<file path="src/rtl/hazard_unit.sv">
module hazard_unit #(
  parameter int NREGS = 32,
  localparam int AW = $clog2(NREGS)
) (
  input  logic          clk,
  input  logic          rst_n,
  input  logic [AW-1:0] id_rs,
  input  logic [AW-1:0] id_rt,
  input  logic [AW-1:0] id_rd,
  input  logic          id_use_rs,
  input  logic          id_use_rt,
  input  logic          id_cstore,
  input  logic [AW-1:0] ex_rs,
  input  logic [AW-1:0] ex_rt,
  input  logic [AW-1:0] ex_rd,
  input  logic          ex_use_rs,
  input  logic          ex_use_rt,
  input  logic          ex_cstore,
  input  logic          ex_load,
  input  logic [AW-1:0] ex_dst,
  input  logic          mem_we,
  input  logic [AW-1:0] mem_dst,
  input  logic          wb_we,
  input  logic [AW-1:0] wb_dst,
  input  logic          cache_busy,
  output logic [1:0]    fwd_rs,
  output logic [1:0]    fwd_rt,
  output logic [1:0]    fwd_rd,
  output logic          hold_front,
  output logic          hold_back,
  output logic          idex_nop
);

  localparam int NOPS = 3;

  logic [NOPS-1:0][AW-1:0] ex_src, id_src;
  logic [NOPS-1:0]         ex_need, id_need, id_hit;
  logic [NOPS-1:0][1:0]    sel;
  logic                    load_use;

  assign ex_src  = {ex_rd, ex_rt, ex_rs};
  assign ex_need = {ex_cstore, ex_use_rt, ex_use_rs};
  assign id_src  = {id_rd, id_rt, id_rs};
  assign id_need = {id_cstore, id_use_rt, id_use_rs};

  for (genvar k = 0; k < NOPS; k++) begin : g_op
    logic from_mem, from_wb;
    assign from_mem  = ex_need[k] && mem_we && (mem_dst == ex_src[k]);
    assign from_wb   = ex_need[k] && wb_we  && (wb_dst  == ex_src[k]);
    assign sel[k]    = from_mem ? 2'b01 : (from_wb ? 2'b10 : 2'b00);
    assign id_hit[k] = id_need[k] && (ex_dst == id_src[k]);

    AST_SEL_LEGAL: assert property (@(posedge clk) disable iff (!rst_n) sel[k] != 2'b11);
    AST_UNUSED_ZERO: assert property (@(posedge clk) disable iff (!rst_n) !ex_need[k] |-> sel[k] == 2'b00);
    AST_WB_ONLY: assert property (@(posedge clk) disable iff (!rst_n) (sel[k] == 2'b10) |-> !(mem_we && mem_dst == ex_src[k]));
  end

  assign fwd_rs = sel[0];
  assign fwd_rt = sel[1];
  assign fwd_rd = sel[2];

  assign load_use   = ex_load && (|id_hit);
  assign hold_back  = cache_busy;
  assign hold_front = cache_busy | load_use;
  assign idex_nop   = load_use & ~cache_busy;

  AST_BUSY_HOLD: assert property (@(posedge clk) disable iff (!rst_n) cache_busy |-> (hold_front && hold_back));
  AST_BUSY_NO_NOP: assert property (@(posedge clk) disable iff (!rst_n) hold_back |-> !idex_nop);
  AST_NOP_FREEZE: assert property (@(posedge clk) disable iff (!rst_n) idex_nop |-> (hold_front && !hold_back));
  AST_NO_LOAD_NO_STALL: assert property (@(posedge clk) disable iff (!rst_n) (!ex_load && !cache_busy) |-> !(hold_front || idex_nop));

endmodule

</file>
<file path="config.mk">
export PLATFORM = sky130hd
export DESIGN_NAME = hazard_unit
export DESIGN_NICKNAME = d
export VERILOG_FILES = /design/src/rtl/hazard_unit.sv
export SDC_FILE = /design/constraint.sdc
export NUM_CORES = 1
export LEC_CHECK = 0
export ABC_AREA = 0
export BUFFER_PORTS_ARGS = -buffer_cell sky130_fd_sc_hd__buf_2
export CAP_MARGIN = 15
export CORE_MARGIN = 2
export CORE_UTILIZATION = 32
export DETAILED_ROUTE_END_ITERATION = 10
export GPL_ROUTABILITY_DRIVEN = 0
export GPL_TIMING_DRIVEN = 0
export PLACE_DENSITY = 0.81
export SYNTH_ARGS = -nofsm -noshare
export SYNTH_HDL_FRONTEND = slang
export SYNTH_SLANG_ARGS = --single-unit
</file>
<file path="constraint.sdc">
create_clock -name vclk -period 1
set_clock_uncertainty 0.2 [all_clocks]
set_input_delay 0.1 -clock vclk [all_inputs]
set_output_delay 0.1 -clock vclk [all_outputs]
set_load 0.05 [all_outputs]
</file>
==> flow_summary.ini <==
[synthesis]
ys_seq_area_share_pct = 0
netlist_area_um2 = 571
postSynthAreaPerCell_um2 = 7.61
yosys_warnings = 0
ys_types = 10
synthesis.instances = 75
mappedNetlistNets = 132

[floorplanning]
die_w_um = 46.2
start_util_pct = 33.4
design.die.area_mm2 = 0.00214
floorplan.rows = 15
die_height_um = 46.2
ioPinCount = 66
placeableCoreArea_mm2 = 0.00171

[setup_path]
crit_path_end_kind = output pin
worst_endpoint_required_time_ps = 700
critical_path_arrival_ps = 1340
critPathMaxFanout = 2
crit_path_start_kind = input port
setup.worst_path.class = input port to output pin

[final_layout]
area_growth_pct = 182
nNetsFinal = 199
final_common_cell = buf_2
sequential_cell_area_um2 = 0
count_of_antenna_diodes_in_the_layout = 0
postLayoutCellArea_mm2 = 0.00161
sequential_cell_total = 0
layout_common_cells = buf_2, buf_6, xnor2_2, buf_8
postLayoutCoreUtil_pct = 94.1
clockBufferCount = 0
final_layout_size_suffix_gt1_share_pct = 77.1
layout.cells.non_filler = 165

[sta]
final.min_clock_period_ps = 1640
setup_repair_after_global_routing_missed_its_margin = true
maxSlewViolCount = 0
fin_ws_ps = -641
max_slew.worst_pin.slew_ps = 313
slew_headroom_pct = 78.9
finalCritPeriodShare_pct = 164
finalHoldViolCount = 0
final-setup-viol-count = 8
maxClockFrequency_ghz = 0.609

[placement]
placement.io_buffers = 64
preCtsSetupSlack_ps = -733
dp_cells = 164
placed_cell_area_um2 = 978
dp_hpwl_mm = 1.75

[grt]
antenna_found_initial = 0
grt_max_degree = 4
grt_remaining_overflow = 0
first_pass_grt_wire_length_mm = 3.71
globalRouteTotalUtil_pct = 24.8
first_global_vias = 845

[power_and_ir_drop]
power_density_mw_per_mm2 = 462
power.ir.vdd_worst_mv = 0.374
leakage_uw = 0.000676
total_power_uw = 742

[min_path]
holdPathStages = 3
hold_path_class = input port to output pin
hold_path.startpoint = cache_busy
hold-path-endpoint = idex_nop

[clocking]
cts.hold.buffers_added = 0

[drt]
wl_per_cell_um = 23.1
drt_wl_total_mm = 3.80
first_iter_violations = 25
drt_pre_antenna_iters = 4
via_count = 937
vias_per_cell = 5.68
drt_drc_violations_left = 0
ant_nets = 0

[run]
cap_violations = 0

[status]
run_status = finished, violations left
failed_checks = negative setup slack
## synth_stat cells
library cell,count,area [um^2]
xnor2_1,33,289
xor2_1,12,105
nand4_1,9,56.3
nand3_1,6,30.0
buf_4,4,30.0
nor2_1,3,11.3
nor3_1,3,15.0
nor4_1,3,18.8
a31oi_1,1,6.26
nand4b_1,1,8.76
## worst max-delay path: stages
cell	delay (ps)
buf_8	100
buf_6	110
xor2_1	150
nor4_1	240
nand4_1	240
a31oi_4	220
buf_6	180
## routing by layer
| metal | GRT usage [%] | vias up | routed length [um] |
|---|---|---|---|
| met5 | 0 | - | 0 |
| met2 | 50.0 | 96 | 1880 |
| met1 | 25.5 | 431 | 1290 |
| met3 | 2.75 | 18 | 448 |
| met4 | 8.00 | 0 | 187 |
| li1 | - | 392 | - |
## final cells by class
class	count	area, um^2
plain buffers	4	37.5
fillers	56	101
multi-input cells	71	916
well taps	25	31.3
repair buffers	65	622
## report_power, final
group	internal, uW	switching (uW)	total (uW)
logic	414	327	742
clock network	0	0	0
registers	0	0	0
## cells by family after synthesis
kind of cell | after synthesis | share of synthesized area [%]
buffers and inverters | 4 | 5.26
XOR/XNOR | 45 | 69.1
AND/OR/NAND/NOR | 25 | 24.6
AO/OA/AOI/OAI | 1 | 1.10
## through the flow
stage	hold WS, ps	TNS [ps]
6_report	316	-2800
5_1_grt	321	-3120
4_1_cts	301	-2400
3_5_place_dp	353	-3390
3_3_place_gp	348	-3220
2_1_floorplan	55.6	-1260
## how the worst max path moves through the flow
stage	from	endpoint	depth (start not counted)
after floorplan	id_rs[4]	hold_front	4
after global placement	ex_dst[4]	idex_nop	6
after detailed placement	ex_dst[4]	idex_nop	6
after CTS	ex_dst[0]	idex_nop	6
after global routing	ex_dst[0]	idex_nop	7
final	ex_dst[0]	idex_nop	7
## timing repair
item                                    in CTS  in global routing
gates resized for setup                     85                 46
endpoints found under the setup margin       8                  8
pin swaps                                   28                 24
setup buffers                                1                  0
hold endpoints to repair                     0                  0
Note: power is estimated with default switching activity, not from simulation.
